[config.mk]
export PLATFORM = sky130hd
export DESIGN_NAME = smram_tseg_ctrl
export DESIGN_NICKNAME = d
export VERILOG_FILES = /design/src/rtl/smram_pkg.sv /design/src/rtl/smram_ctl_regs.sv /design/src/rtl/smram_win_dec.sv /design/src/rtl/smram_tseg_dec.sv /design/src/rtl/smram_tseg_ctrl.sv
export SDC_FILE = /design/constraint.sdc
export NUM_CORES = 1
export LEC_CHECK = 0
export ABC_AREA = 1
export CORE_MARGIN = 10
export CORE_UTILIZATION = 41
export DETAILED_ROUTE_END_ITERATION = 10
export PLACE_DENSITY = 0.86
export SYNTH_ARGS = -nofsm -noshare
export SYNTH_HDL_FRONTEND = slang
export SYNTH_SLANG_ARGS = --single-unit
[constraint.sdc]
create_clock -name clk -period 7.9 [get_ports clk]
set_input_delay 1.58 -clock clk [delete_from_list [all_inputs] [get_ports clk]]
set_output_delay 1.58 -clock clk [all_outputs]
set_load 0.005 [all_outputs]
[src/rtl/smram_pkg.sv]
package smram_pkg;
   // control byte bit positions
   localparam int CT_OPEN = 6;
   localparam int CT_LOCK = 4;
   localparam int CT_GEN  = 3;
   // extended byte bit positions
   localparam int EX_HIGH  = 7;
   localparam int EX_SZ_HI = 2;
   localparam int EX_SZ_LO = 1;
   localparam int EX_TEN   = 0;

   localparam logic [7:0]  CT_WMASK   = 8'h58;
   localparam logic [7:0]  EX_WMASK   = 8'h87;
   localparam logic [15:0] XSZ_QUERY  = 16'hFFFF;
   localparam int          EXT_MB_MAX = 4095;

   localparam logic [31:0] LEG_BASE = 32'h000A_0000;
   localparam logic [31:0] HI_BASE  = 32'hFEDA_0000;
   localparam logic [31:0] WIN_SIZE = 32'h0002_0000;

   typedef enum logic [1:0] {
      SEL_CTRL = 2'd0,
      SEL_EXT  = 2'd1,
      SEL_XSZ  = 2'd2,
      SEL_NONE = 2'd3
   } reg_sel_e;

   typedef enum logic [1:0] {
      TS_1M  = 2'd0,
      TS_2M  = 2'd1,
      TS_8M  = 2'd2,
      TS_EXT = 2'd3
   } tseg_code_e;
endpackage

[src/rtl/smram_ctl_regs.sv]
module smram_ctl_regs
   import smram_pkg::*;
#(
   parameter int         EXT_MB   = 16,
   parameter logic [7:0] CT_LMASK = 8'h00,
   parameter logic [7:0] EX_LMASK = 8'h00
) (
   input  logic        clk,
   input  logic        rst_n,
   input  logic        wr_en,
   input  logic [1:0]  wr_sel,
   input  logic [15:0] wr_data,
   output logic [7:0]  ctrl_q,
   output logic [7:0]  ext_q,
   output logic [15:0] xsz_q
);
   logic       locked;
   logic [7:0] ct_mask, ex_mask, ct_nx, ex_nx;
   logic       wr_ct, wr_ex, wr_xs;

   assign locked  = ctrl_q[CT_LOCK];
   assign ct_mask = locked ? CT_LMASK : CT_WMASK;
   assign ex_mask = locked ? EX_LMASK : EX_WMASK;
   assign wr_ct   = wr_en && (wr_sel == SEL_CTRL);
   assign wr_ex   = wr_en && (wr_sel == SEL_EXT);
   assign wr_xs   = wr_en && (wr_sel == SEL_XSZ);

   always_comb begin
      ct_nx = (ctrl_q & ~ct_mask) | (wr_data[7:0] & ct_mask);
      if (ct_nx[CT_LOCK]) ct_nx[CT_OPEN] = 1'b0;
      ex_nx = (ext_q & ~ex_mask) | (wr_data[7:0] & ex_mask);
   end

   always_ff @(posedge clk or negedge rst_n) begin
      if (!rst_n) begin
         ctrl_q <= '0;
         ext_q  <= '0;
      end else begin
         if (wr_ct) ctrl_q <= ct_nx;
         if (wr_ex) ext_q  <= ex_nx;
      end
   end

   generate
      if (EXT_MB > 0) begin : g_xsz
         localparam logic [15:0] EXT_W = 16'(EXT_MB);
         always_ff @(posedge clk or negedge rst_n) begin
            if (!rst_n)      xsz_q <= XSZ_QUERY;
            else if (wr_xs)  xsz_q <= (wr_data == XSZ_QUERY) ? EXT_W : wr_data;
         end

         xsz_query_chk: assert property (@(posedge clk) disable iff (!rst_n)
            (wr_xs && wr_data == XSZ_QUERY) |=> (xsz_q == EXT_W));
      end else begin : g_noxsz
         assign xsz_q = '0;
      end
   endgenerate


   lock_sticky_chk: assert property (@(posedge clk) disable iff (!rst_n)
      ctrl_q[CT_LOCK] |=> ctrl_q[CT_LOCK]);

   lock_open_chk: assert property (@(posedge clk) disable iff (!rst_n)
      ctrl_q[CT_LOCK] |-> !ctrl_q[CT_OPEN]);

   lock_ext_frozen_chk: assert property (@(posedge clk) disable iff (!rst_n)
      (ctrl_q[CT_LOCK] && EX_LMASK == 8'h00) |=> $stable(ext_q));
endmodule

[src/rtl/smram_win_dec.sv]
module smram_win_dec
   import smram_pkg::*;
#(
   parameter int ADDR_W = 32
) (
   input  logic              clk,
   input  logic              rst_n,
   input  logic              open,
   input  logic              gen,
   input  logic              high,
   input  logic              acc_valid,
   input  logic              acc_smm,
   input  logic [ADDR_W-1:0] acc_addr,
   output logic              norm_low_en,
   output logic              norm_high_en,
   output logic              smm_low_en,
   output logic              smm_high_en,
   output logic              acc_ram_low,
   output logic              acc_ram_high
);
   localparam int NWIN = 2;
   logic [NWIN-1:0] in_win, norm_en, smm_en, route;

   assign norm_low_en  = open && !high;
   assign norm_high_en = open &&  high;
   assign smm_low_en   = gen  && !high;
   assign smm_high_en  = gen  &&  high;

   assign norm_en = {norm_high_en, norm_low_en};
   assign smm_en  = {smm_high_en,  smm_low_en};

   generate
      for (genvar w = 0; w < NWIN; w++) begin : g_win
         localparam logic [ADDR_W-1:0] BASE = (w == 0) ? ADDR_W'(LEG_BASE) : ADDR_W'(HI_BASE);
         localparam logic [ADDR_W-1:0] LIM  = BASE + ADDR_W'(WIN_SIZE);
         assign in_win[w] = (acc_addr >= BASE) && (acc_addr < LIM);
         assign route[w]  = acc_valid && in_win[w] &&
                            (acc_smm ? (smm_en[w] || norm_en[w]) : norm_en[w]);
      end
   endgenerate

   assign acc_ram_low  = route[0];
   assign acc_ram_high = route[1];


   norm_closed_chk: assert property (@(posedge clk) disable iff (!rst_n)
      (acc_valid && !acc_smm && !open) |-> (!acc_ram_low && !acc_ram_high));

   smm_onehot_chk: assert property (@(posedge clk) disable iff (!rst_n)
      $onehot0({smm_low_en, smm_high_en}));

   route_excl_chk: assert property (@(posedge clk) disable iff (!rst_n)
      !(acc_ram_low && acc_ram_high));
endmodule

[src/rtl/smram_tseg_dec.sv]
module smram_tseg_dec
   import smram_pkg::*;
#(
   parameter int              ADDR_W      = 32,
   parameter logic [ADDR_W-1:0] LOW_MEM_TOP = 32'h8000_0000,
   parameter int              EXT_MB      = 16
) (
   input  logic              clk,
   input  logic              rst_n,
   input  logic              gen,
   input  logic              ten,
   input  logic [1:0]        code,
   input  logic              acc_valid,
   input  logic              acc_smm,
   input  logic [ADDR_W-1:0] acc_addr,
   output logic              tseg_active,
   output logic [ADDR_W-1:0] tseg_base,
   output logic [ADDR_W-1:0] tseg_size,
   output logic              acc_hole,
   output logic              acc_ram_tseg
);
   localparam logic [ADDR_W-1:0] ONE_MB = ADDR_W'(64'h10_0000);
   localparam logic [ADDR_W-1:0] EXT_SZ = ADDR_W'(EXT_MB) * ONE_MB;

   logic [ADDR_W-1:0] sel_size;
   logic              in_seg;

   always_comb begin
      unique case (tseg_code_e'(code))
         TS_1M:   sel_size = ONE_MB;
         TS_2M:   sel_size = ONE_MB << 1;
         TS_8M:   sel_size = ONE_MB << 3;
         default: sel_size = EXT_SZ;
      endcase
   end

   assign tseg_size   = (ten && gen) ? sel_size : '0;
   assign tseg_active = (tseg_size != '0);
   assign tseg_base   = LOW_MEM_TOP - tseg_size;
   assign in_seg      = acc_valid && tseg_active &&
                        (acc_addr >= tseg_base) && (acc_addr < LOW_MEM_TOP);
   assign acc_hole     = in_seg && !acc_smm;
   assign acc_ram_tseg = in_seg &&  acc_smm;


   hole_nonsmm_chk: assert property (@(posedge clk) disable iff (!rst_n)
      acc_hole |-> (!acc_smm && tseg_active && acc_valid));

   tseg_off_chk: assert property (@(posedge clk) disable iff (!rst_n)
      !(ten && gen) |-> (!tseg_active && !acc_hole && !acc_ram_tseg));

   tseg_fit_chk: assert property (@(posedge clk) disable iff (!rst_n)
      tseg_active |-> (tseg_base < LOW_MEM_TOP));
endmodule

[src/rtl/smram_tseg_ctrl.sv]
module smram_tseg_ctrl
   import smram_pkg::*;
#(
   parameter int                ADDR_W           = 32,
   parameter logic [ADDR_W-1:0] LOW_MEM_TOP      = 32'h8000_0000,
   parameter int                EXT_TSEG_MB      = 16,
   parameter logic [7:0]        LOCKED_CTRL_MASK = 8'h00,
   parameter logic [7:0]        LOCKED_EXT_MASK  = 8'h00
) (
   input  logic              clk,
   input  logic              rst_n,
   input  logic              wr_en,
   input  logic [1:0]        wr_sel,
   input  logic [15:0]       wr_data,
   input  logic [1:0]        rd_sel,
   output logic [15:0]       rd_data,
   input  logic              acc_valid,
   input  logic              acc_smm,
   input  logic [ADDR_W-1:0] acc_addr,
   output logic              win_norm_low,
   output logic              win_norm_high,
   output logic              win_smm_low,
   output logic              win_smm_high,
   output logic              tseg_active,
   output logic [ADDR_W-1:0] tseg_base,
   output logic [ADDR_W-1:0] tseg_size,
   output logic              acc_hole,
   output logic              acc_ram_low,
   output logic              acc_ram_high,
   output logic              acc_ram_tseg
);
   generate
      if (ADDR_W < 32) begin : g_bad_aw
         $error("ADDR_W must be at least 32");
      end
      if (EXT_TSEG_MB < 0 || EXT_TSEG_MB > EXT_MB_MAX) begin : g_bad_ext
         $error("EXT_TSEG_MB out of range");
      end
      if (LOCKED_CTRL_MASK[CT_LOCK]) begin : g_bad_lmask
         $error("locked control mask may not include the lock bit");
      end
      if (64'(LOW_MEM_TOP) < (64'(EXT_TSEG_MB) << 20) || 64'(LOW_MEM_TOP) < 64'h80_0000) begin : g_bad_top
         $error("LOW_MEM_TOP too small for the largest TSEG");
      end
   endgenerate

   logic [7:0]  ctrl_q, ext_q;
   logic [15:0] xsz_q;

   smram_ctl_regs #(
      .EXT_MB   (EXT_TSEG_MB),
      .CT_LMASK (LOCKED_CTRL_MASK),
      .EX_LMASK (LOCKED_EXT_MASK)
   ) u_regs (
      .clk     (clk),
      .rst_n   (rst_n),
      .wr_en   (wr_en),
      .wr_sel  (wr_sel),
      .wr_data (wr_data),
      .ctrl_q  (ctrl_q),
      .ext_q   (ext_q),
      .xsz_q   (xsz_q)
   );

   smram_win_dec #(.ADDR_W(ADDR_W)) u_win (
      .clk          (clk),
      .rst_n        (rst_n),
      .open         (ctrl_q[CT_OPEN]),
      .gen          (ctrl_q[CT_GEN]),
      .high         (ext_q[EX_HIGH]),
      .acc_valid    (acc_valid),
      .acc_smm      (acc_smm),
      .acc_addr     (acc_addr),
      .norm_low_en  (win_norm_low),
      .norm_high_en (win_norm_high),
      .smm_low_en   (win_smm_low),
      .smm_high_en  (win_smm_high),
      .acc_ram_low  (acc_ram_low),
      .acc_ram_high (acc_ram_high)
   );

   smram_tseg_dec #(
      .ADDR_W      (ADDR_W),
      .LOW_MEM_TOP (LOW_MEM_TOP),
      .EXT_MB      (EXT_TSEG_MB)
   ) u_tseg (
      .clk          (clk),
      .rst_n        (rst_n),
      .gen          (ctrl_q[CT_GEN]),
      .ten          (ext_q[EX_TEN]),
      .code         (ext_q[EX_SZ_HI:EX_SZ_LO]),
      .acc_valid    (acc_valid),
      .acc_smm      (acc_smm),
      .acc_addr     (acc_addr),
      .tseg_active  (tseg_active),
      .tseg_base    (tseg_base),
      .tseg_size    (tseg_size),
      .acc_hole     (acc_hole),
      .acc_ram_tseg (acc_ram_tseg)
   );

   always_comb begin
      unique case (reg_sel_e'(rd_sel))
         SEL_CTRL: rd_data = {8'h00, ctrl_q};
         SEL_EXT:  rd_data = {8'h00, ext_q};
         SEL_XSZ:  rd_data = xsz_q;
         default:  rd_data = '0;
      endcase
   end


   route_excl_top_chk: assert property (@(posedge clk) disable iff (!rst_n)
      $countones({acc_hole, acc_ram_tseg}) <= 1);

   reset_release_chk: assert property (@(posedge clk) disable iff (!rst_n)
      $rose(rst_n) |-> !tseg_active);
endmodule

Word level (Yosys, flattened, before mapping)
Cells that the tools add are included.
W data, S select, Z words.
{"block": "word_totals", "out_inout_bits": 89, "register_bits": 32, "mem_bits_ro": 0, "inputBits": 57, "n_memories": 0, "latch_bits": 0, "ram_bits": 0}
{"block": "op_classes", "n_div": 0, "reduce_logical": 27, "addsub": 1, "shifts": 0, "mux": 9, "eq_ne": 7, "n_mul": 0, "bitwise": 8, "n_lt_le_gt_ge": 6}
{"operator": "$pmux W25 S3", "count": 1}
{"operator": "$lt A32 B32 Y1 const B", "count": 2}
{"operator": "$pmux W16 S3", "count": 1}
{"operator": "$and A8 B8 Y8", "count": 4}
{"operator": "$ge A32 B20 Y1 const B", "count": 1}
{"operator": "$ge A32 B32 Y1", "count": 1}
{"operator": "$ge A32 B32 Y1 const B", "count": 1}
{"operator": "$lt A32 B20 Y1 const B", "count": 1}
{"operator": "$reduce_bool A32 Y1", "count": 1}
{"operator": "$sub A32 B32 Y32 const A", "count": 1}
{"operator": "$mux W25", "count": 1}
{"operator": "$logic_and A1 B1 Y1", "count": 19}
{"operator": "$eq A16 B16 Y1 const B", "count": 1}
{"operator": "$mux W16", "count": 1}
{"operator": "$not A8 Y8", "count": 2}
{"operator": "$or A8 B8 Y8", "count": 2}
{"operator": "$mux W8", "count": 1}
{"operator": "$mux W7", "count": 1}
{"operator": "$eq A2 B1 Y1 const B", "count": 3}
{"operator": "$eq A2 B2 Y1 const B", "count": 3}
{"operator": "$logic_not A2 Y1", "count": 3}
{"operator": "$mux W1", "count": 3}
{"operator": "$logic_not A1 Y1", "count": 2}
{"operator": "$logic_or A1 B1 Y1", "count": 2}

Longest topological paths before layout
Gate-level depths: netlist (run 1).
{"block": "depth", "ltp_word": 8, "mapped_depth": 14, "ltp_nobuf": 14}

Cells and area by module
Synthesis (run 1) repeated with hierarchy kept, for this count alone.
{"block": "hier_totals", "hier_cells": 408, "hier_area_um2": 2601.2}
{"module": "smram_ctl_regs", "seq_area_each_um2": 595.6, "cells_each": 153, "area_each_um2": 1183.6, "n_inst": 1}
{"module": "smram_tseg_dec", "seq_area_each_um2": 0.0, "cells_each": 155, "area_each_um2": 954.7, "n_inst": 1}
{"module": "smram_tseg_ctrl", "seq_area_each_um2": 0.0, "cells_each": 54, "area_each_um2": 272.8, "n_inst": 1}
{"module": "smram_win_dec", "seq_area_each_um2": 0.0, "cells_each": 46, "area_each_um2": 190.2, "n_inst": 1}

Least setup slack after synthesis (run 1)
OpenSTA, ideal clock, no wires.
{"block": "synth_timing", "path_kind": "in2out", "startpoint": "input port acc_addr[31]", "endpoint": "output port acc_hole", "stages": 9, "slack_ps": 3859, "n_path_buf": 0, "t_arrival_ps": 2461, "required_ps": 6320, "cell_sequence": "ha_1 -> nand2_1 -> nor2_1 -> inv_1 -> nor2_1 -> nand2_1 -> nand3_1 -> nand2_1 -> nor2_1"}
{"block": "synth_between", "elab_chain_cells": 4, "elab_cells_between_ends": 5, "cone_classes": "order compare (2); reduce/logical (3)"}
{"item": "start: declaration", "line_no": "smram_tseg_ctrl.sv:19", "source": "input logic [ADDR_W-1:0] acc_addr,"}
{"item": "$ge A32 B32 Y1", "line_no": "smram_tseg_dec.sv:41", "source": "(acc_addr >= tseg_base) && (acc_addr < LOW_MEM_TOP);"}
{"item": "$logic_and A1 B1 Y1", "line_no": "smram_tseg_dec.sv:40", "source": "assign in_seg = acc_valid && tseg_active &&"}
{"item": "$logic_and A1 B1 Y1 (*)", "line_no": "smram_tseg_dec.sv:41"}
{"item": "$logic_and A1 B1 Y1 (*)", "line_no": "smram_tseg_dec.sv:42", "source": "assign acc_hole = in_seg && !acc_smm;"}
{"item": "end: declaration", "line_no": "smram_tseg_ctrl.sv:27", "source": "output logic acc_hole,"}
Every way passes the cells marked *; elsewhere a longest branch is shown, timed or not.

Final worst setup path (run 1)
{"block": "layout_timing", "startpoint": "input port acc_addr[31]", "endpoint": "output port acc_ram_tseg"}
{"block": "layout_between", "elab_chain_cells": 4, "elab_cells_between_ends": 5, "cone_classes": "order compare (2); reduce/logical (3)"}
{"item": "$ge A32 B32 Y1", "line_no": "smram_tseg_dec.sv:41"}
{"item": "$logic_and A1 B1 Y1", "line_no": "smram_tseg_dec.sv:40"}
{"item": "$logic_and A1 B1 Y1 (*)", "line_no": "smram_tseg_dec.sv:41"}
{"item": "$logic_and A1 B1 Y1 (*)", "line_no": "smram_tseg_dec.sv:43", "source": "assign acc_ram_tseg = in_seg && acc_smm;"}
{"item": "end: declaration", "line_no": "smram_tseg_ctrl.sv:30", "source": "output logic acc_ram_tseg"}
Marked as above.

==> flow_summary.yaml, run 1 <==
outcome:
  outcome: "finished, final reports clean"
critical_path:
  critical-path-slowest-cell: "clkdlybuf4s50_1"
  path_cells: "clkdlybuf4s50_1 -> ha_1 -> nand2_1 -> nor2_1 -> inv_1 -> nor2_1 -> nand2_1 -> nand3_1 -> nand2_1 -> nor2_1 -> clkdlybuf4s50_1"
  slowest_delay_ns: 0.51
  end_kind: "primary output"
  worstSetupStartpointType: "input pin"
  crit_arrival_ns: 3.62
  cp-startpoint: "acc_addr[31]"
  crit_family: "buffers and inverters"
  critPathBufInv: 3
  crit_fanout: 4
  rr_startpoint: "u_regs.ctrl_q[4]"
  critPathKind: "in -> out"
  critPathRequiredTime_ns: 6.32
yosys:
  synth_cells: 366
  synth_top_area_share: 0.177
  yosysWarnings: 0
  synthTopCellsByCount: "nand2_1, inv_1, buf_4"
  synthArstFlopShare: 1.00
  synth_most_common_cell: "nand2_1"
  yosys.area.top_type: "dfstp_2"
  syn_area_per_cell_um2: 6.47
  syn-cell-area_mm2: 0.00237
  ys_ff_latch: 23
  seq_area_frac_synth: 0.251
  synth-edff-count: 0
  synthFlopType: "dfstp_2"
  synth_area_leaders: "dfstp_2, buf_4, nand2_1"
  synthDistinctLibCells: 29
cts:
  insertion_delay_ns: 0.27
  cts-resized-gates: 0
  cts_max_level: 1
  cts-root-buf: "clkbuf_8"
  clk_pin_slew_ns: 0.07
  cts_tree: "yes"
  cts_sinks: 23
  cts_setup_buffers: 0
  clockBufferDepth: 2
  holdBufCountCts: 0
  numCtsBuffers: 3
die:
  initial_core_util: 0.425
  die_h_um: 96.0
  row_count: 27
  dieArea_mm2: 0.00922
  die_w_um: 96.0
  core_mm2: 0.00557
  pin_count: 146
drt:
  wl_per_cell_um: 14.0
  routed_wl_mm: 7.37
  via_per_inst: 4.57
  dr_total_vias: 2397
  drcViolationCount: 0
  drt_iter0_markers: 86
  drt_first_pass_iters: 4
  postRouteAntennaNets: 0
worst_hold_path:
  hold_start: "u_regs.xsz_q[6]"
  hold_path.class: "reg -> reg"
place:
  numPortBuffers: 97
  dpl.hpwl_mm: 6.39
  dpl-instance-area_mm2: 0.00315
  routabilityCongestion: 0.986
power:
  p_leak_nw: 1.58
  vdd_drop_max_mv: 0.0827
  cellPowerDensity_mw_per_mm2: 99.5
cells_and_area:
  insertedDiodeCount: 0
  final_nets: 524
  drive_above_1_share: 0.0618
  postLayoutCellArea_mm2: 0.00319
  area_growth_pct: 34.8
  fillCellCount: 552
timing:
  skew_ns: 0.00935
  fin_setup_tns_ns: 0
  slew_headroom: 0.287
  max_freq_mhz: 192
  slew_viol_final: 0
  finalCriticalPeriod_ns: 5.20
  worst_pin_slew_ns: 1.07
  hold_violations: 0
  period_share: 0.659
  setup_viol: 0
  grt_setup_unrepaired: "no"
global_routing:
  grt_overflow: 0
  grt_pass1_wl_mm: 11.2
  grt_max_degree: 32
  antenna_found_initial: 0
  grt_pass1_vias: 2340
  grt_usage: 0.150
flow_run:
  maxCapViolCount: 0
-- metal layers --
metal / wire, µm / global-route usage
met5: 0 / 0
met4: 104 / 0.0405
met3: 1110 / 0.0420
met1: 2590 / 0.159
met2: 3570 / 0.281
-- cell families (layout without fill, tap and decap cells) --
family,Yosys count,count (layout),share of synthesized area
AO/OA/AOI/OAI,34,34,0.0750
XOR/XNOR,1,1,0.00370
adder cells (fa/ha/maj),13,13,0.0686
buffers and inverters,127,167,0.298
flip-flops,23,23,0.251
multiplexers,1,1,0.00475
other,1,48,0.00158
AND/OR/NAND/NOR,166,166,0.297
-- power by group --
| group | internal [mW] | leakage, nW | switching (mW) | total (mW) |
|---|---|---|---|---|
| Sequential | 0.141 | 0.259 | 0.00793 | 0.149 |
| Combinational | 0.0499 | 1.30 | 0.0460 | 0.0959 |
| Clock | 0.0352 | 0.0255 | 0.0378 | 0.0730 |
-- metrics by stage --
step / hold slack (ns) / cells / power [mW] / util / worst slack [ns]
floorplan: 0.448 / 413 / 0.209 / - / 3.86
finish: 0.470 / 525 / 0.318 / 0.573 / 2.70
CTS: 0.473 / 525 / 0.319 / 0.573 / 2.70
detailed placement: 0.459 / 521 / 0.245 / 0.565 / 2.71
global placement: 0.456 / 521 / 0.243 / 0.565 / 2.75
global route: 0.486 / 525 / 0.340 / 0.573 / 2.53
-- worst register-to-register path, cell delays in order, from the launching register on --
cell and delay (ns):
dfrtp_1 0.38, nor2_1 0.10, nand3_1 0.21, nand2_1 0.11, o21ai_0 0.08
-- layout by cell type (no fill, tap or decap), types with 2 or more instances in the layout --
master           Yosys  final
clkdlybuf4s50_1      0     97
nand2_1             81     81
inv_1               62     62
nor2_1              49     49
conb_1               1     48
o21ai_0             17     17
nand3_1             16     16
dfstp_2             16     16
ha_1                13     13
o21ai_1             10     10
nor3_1               7      7
dfrtp_1              7      7
a21oi_1              5      5
nand4_1              4      4
nor4_1               3      3
clkbuf_8             0      3
nand2_2              2      2
clkinv_1             2      2
inv_2                2      2
-- final timing paths --
check | to | slack (ns) | cells past startpoint
min in group asynchronous | async pin | 1.86 | 1
max in group asynchronous | async pin | 5.42 | 1
setup reg to reg | flip-flop | 6.91 | 4
hold reg to reg | u_regs.xsz_q[6] | 0.47 | 2
hold / removal | u_regs.xsz_q[6] | 0.47 | 2
setup / recovery | acc_ram_tseg | 2.70 | 11
-- cell type report --
cell class | instances | area (µm²) | share of cell area
repair buffers | 97 | 971 | 0.304
flip-flops and latches | 23 | 596 | 0.186
clock buffers | 3 | 41.3 | 0.0129
inverters | 66 | 248 | 0.0776
clock inverters | 1 | 5.00 | 0.00157
well taps | 72 | 90.1 | 0.0282
multi-input cells | 263 | 1240 | 0.389
(Power assumes the default switching activity.)
==> run 2, diff against run 1 <==
Settings changed: CORE_UTILIZATION 41 to 34, PLACE_DENSITY 0.86 to 0.76.
Clock period 7.9 ns to 4.6 ns, I/O delays scaled along.
==> run 2 against run 1 <==
  * Global-route usage down 2.3 points
  * Utilization is 9.8 points lower
  * Critical endpoint unchanged
  * Cell count increased by 4.6%
  * Register-to-register slack worse by 3.3 ns
  * Worst hold slack is essentially flat
  * Clock skew fell by 0.0067 ns
==> flow_summary.yaml, run 2 (same netlist as run 1, synthesis figures left out) <==
cells_and_area:
  final_nets: 524
  area_growth_pct: 36.3
  insertedDiodeCount: 0
  fillCellCount: 690
  final_cell_mix: "clkdlybuf4s50_1, nand2_1, inv_1"
  drive_above_1_share: 0.0640
  multi_input_area_mm2: 0.00125
  final_common_cell: "clkdlybuf4s50_1"
  regArea_um2: 596
cts:
  insertion_delay_ns: 0.26
  cts_max_level: 1
  cts-root-buf: "clkbuf_8"
  clockBufferDepth: 2
  cts_setup_buffers: 0
  clk_pin_slew_ns: 0.08
  cts_sinks: 23
  cts_tree: "yes"
  numCtsBuffers: 3
die:
  dieArea_mm2: 0.0107
  row_count: 30
  pin_count: 146
  initial_core_util: 0.349
  core_mm2: 0.00679
  die_w_um: 103
  die_h_um: 103
timing:
  hold_violations: 0
  grt_setup_unrepaired: "no"
  period_share: 0.888
  max_freq_mhz: 245
  worst_pin_slew_ns: 1.10
  skew_ns: 0.00269
  fin_setup_tns_ns: 0
  slew_viol_final: 0
  setup_viol: 0
  slew_headroom: 0.263
  holdWs_ns: 0.470
  finalCriticalPeriod_ns: 4.08
critical_path:
  critPathRequiredTime_ns: 3.68
  crit_fanout: 13
  crit_family: "simple AND/OR/NAND/NOR gates"
  slowest_delay_ns: 0.52
  critical-path-slowest-cell: "clkdlybuf4s50_1"
  worstSetupStartpointType: "flip-flop"
  end_kind: "primary output"
  path_cells: "nand2_2 -> nor3_2 -> inv_1 -> ha_1 -> xor2_1 -> ha_1 -> nand2_1 -> nor2_1 -> nand3_1 -> nor2_1 -> nand2_1 -> nand3_1 -> nand2_1 -> nor2_1 -> clkdlybuf4s50_1"
  critPathBufInv: 2
  critPathKind: "reg -> out"
  crit_arrival_ns: 3.16
place:
  numPortBuffers: 97
  routabilityCongestion: 0.909
  dpl.hpwl_mm: 6.30
power:
  netSwitchingPower_mw: 0.159
  vdd_drop_max_mv: 0.133
  p_leak_nw: 1.59
  combPwrFrac: 0.305
  power_mw: 0.547
  p_clk_frac: 0.228
  sw_frac_of_total: 0.290
  cellPowerDensity_mw_per_mm2: 169
  seq_power_share: 0.467
  intPower_mw: 0.388
drt:
  drcViolationCount: 0
  wl_per_cell_um: 13.5
  dr_total_vias: 2328
  routed_wl_mm: 7.39
  via_per_inst: 4.24
  postRouteAntennaNets: 0
  drt_iter0_markers: 102
  drt_first_pass_iters: 4
worst_hold_path:
  hold_path.class: "reg -> reg"
outcome:
  outcome: "finished, final reports clean"
global_routing:
  grt_max_degree: 32
  grt_overflow: 0
  antenna_found_initial: 0
  grt_usage: 0.127
  grt_pass1_wl_mm: 11.0
  grt_pass1_vias: 2352
flow_run:
  maxCapViolCount: 0
[run 2: cell count changes in the layout (fill, tap and decap cells not counted)]
cell,delta
nor3_2,+1
nor3_1,-1
[run 2: worst reg2reg max path, delay by kind of cell (launching register included)]
kind,cells,cell delay (ns)
simple gates,3,0.45
flops,1,0.38
compound gates,1,0.08
[run 2: area by class of cell]
cell class / instances / share of cell area
clock buffer: 3 / 0.0128
timing repair buffer: 97 / 0.301
sequential: 23 / 0.184
tap: 96 / 0.0372
inverter: 66 / 0.0767
multi-input combinational: 263 / 0.387
clock inverter: 1 / 0.00155
[run 2: layer usage]
metal	global-route usage	up-vias	wire [µm]	part of all wire
li1	-	1198	-	-
met1	0.138	1009	2790	0.38
met2	0.229	113	3430	0.46
met3	0.0458	8	1090	0.15
met4	0.0267	0	80	0.011
met5	0	-	0	0
[run 2: power groups by stage]
stage | clock network, mW | registers [mW] | logic (mW)
after floorplan | 0 | 0.255 | 0.104
after global placement | 0 | 0.258 | 0.162
after detailed placement | 0 | 0.258 | 0.165
after CTS | 0.129 | 0.256 | 0.166
after global routing | 0.133 | 0.258 | 0.190
final | 0.125 | 0.256 | 0.167
[run 2: metrics by stage]
| stage | worst slack (ns) | util | cells | instance area [µm²] |
|---|---|---|---|---|
| finish | 0.517 | 0.475 | 549 | 3230 |
| floorplan | 1.42 | - | 413 | 2550 |
| global placement | 0.795 | 0.468 | 545 | 3180 |
| CTS | 0.294 | 0.475 | 549 | 3220 |
| detailed placement | 0.585 | 0.468 | 545 | 3180 |
| global route | 0.181 | 0.475 | 549 | 3230 |
[run 2: worst paths after layout]
kind | from | to | slack [ns] | cells after the start
max | flip-flop | acc_ram_tseg | 0.52 | 15
min | u_regs.xsz_q[7] | u_regs.xsz_q[7] | 0.47 | 2
max reg2reg | u_regs.ctrl_q[4] | flip-flop | 3.59 | 4
min reg2reg | u_regs.xsz_q[7] | u_regs.xsz_q[7] | 0.47 | 2
max in group asynchronous | rst_n | async pin | 2.79 | 1
min in group asynchronous | rst_n | u_regs.ctrl_q[4] | 1.21 | 1
[run 2: timing repair]
action | 4_1_cts | 5_1_grt
gates resized for setup | 0 | 1
hold buffers | 0 | 0
endpoints found under the setup margin | 0 | 2
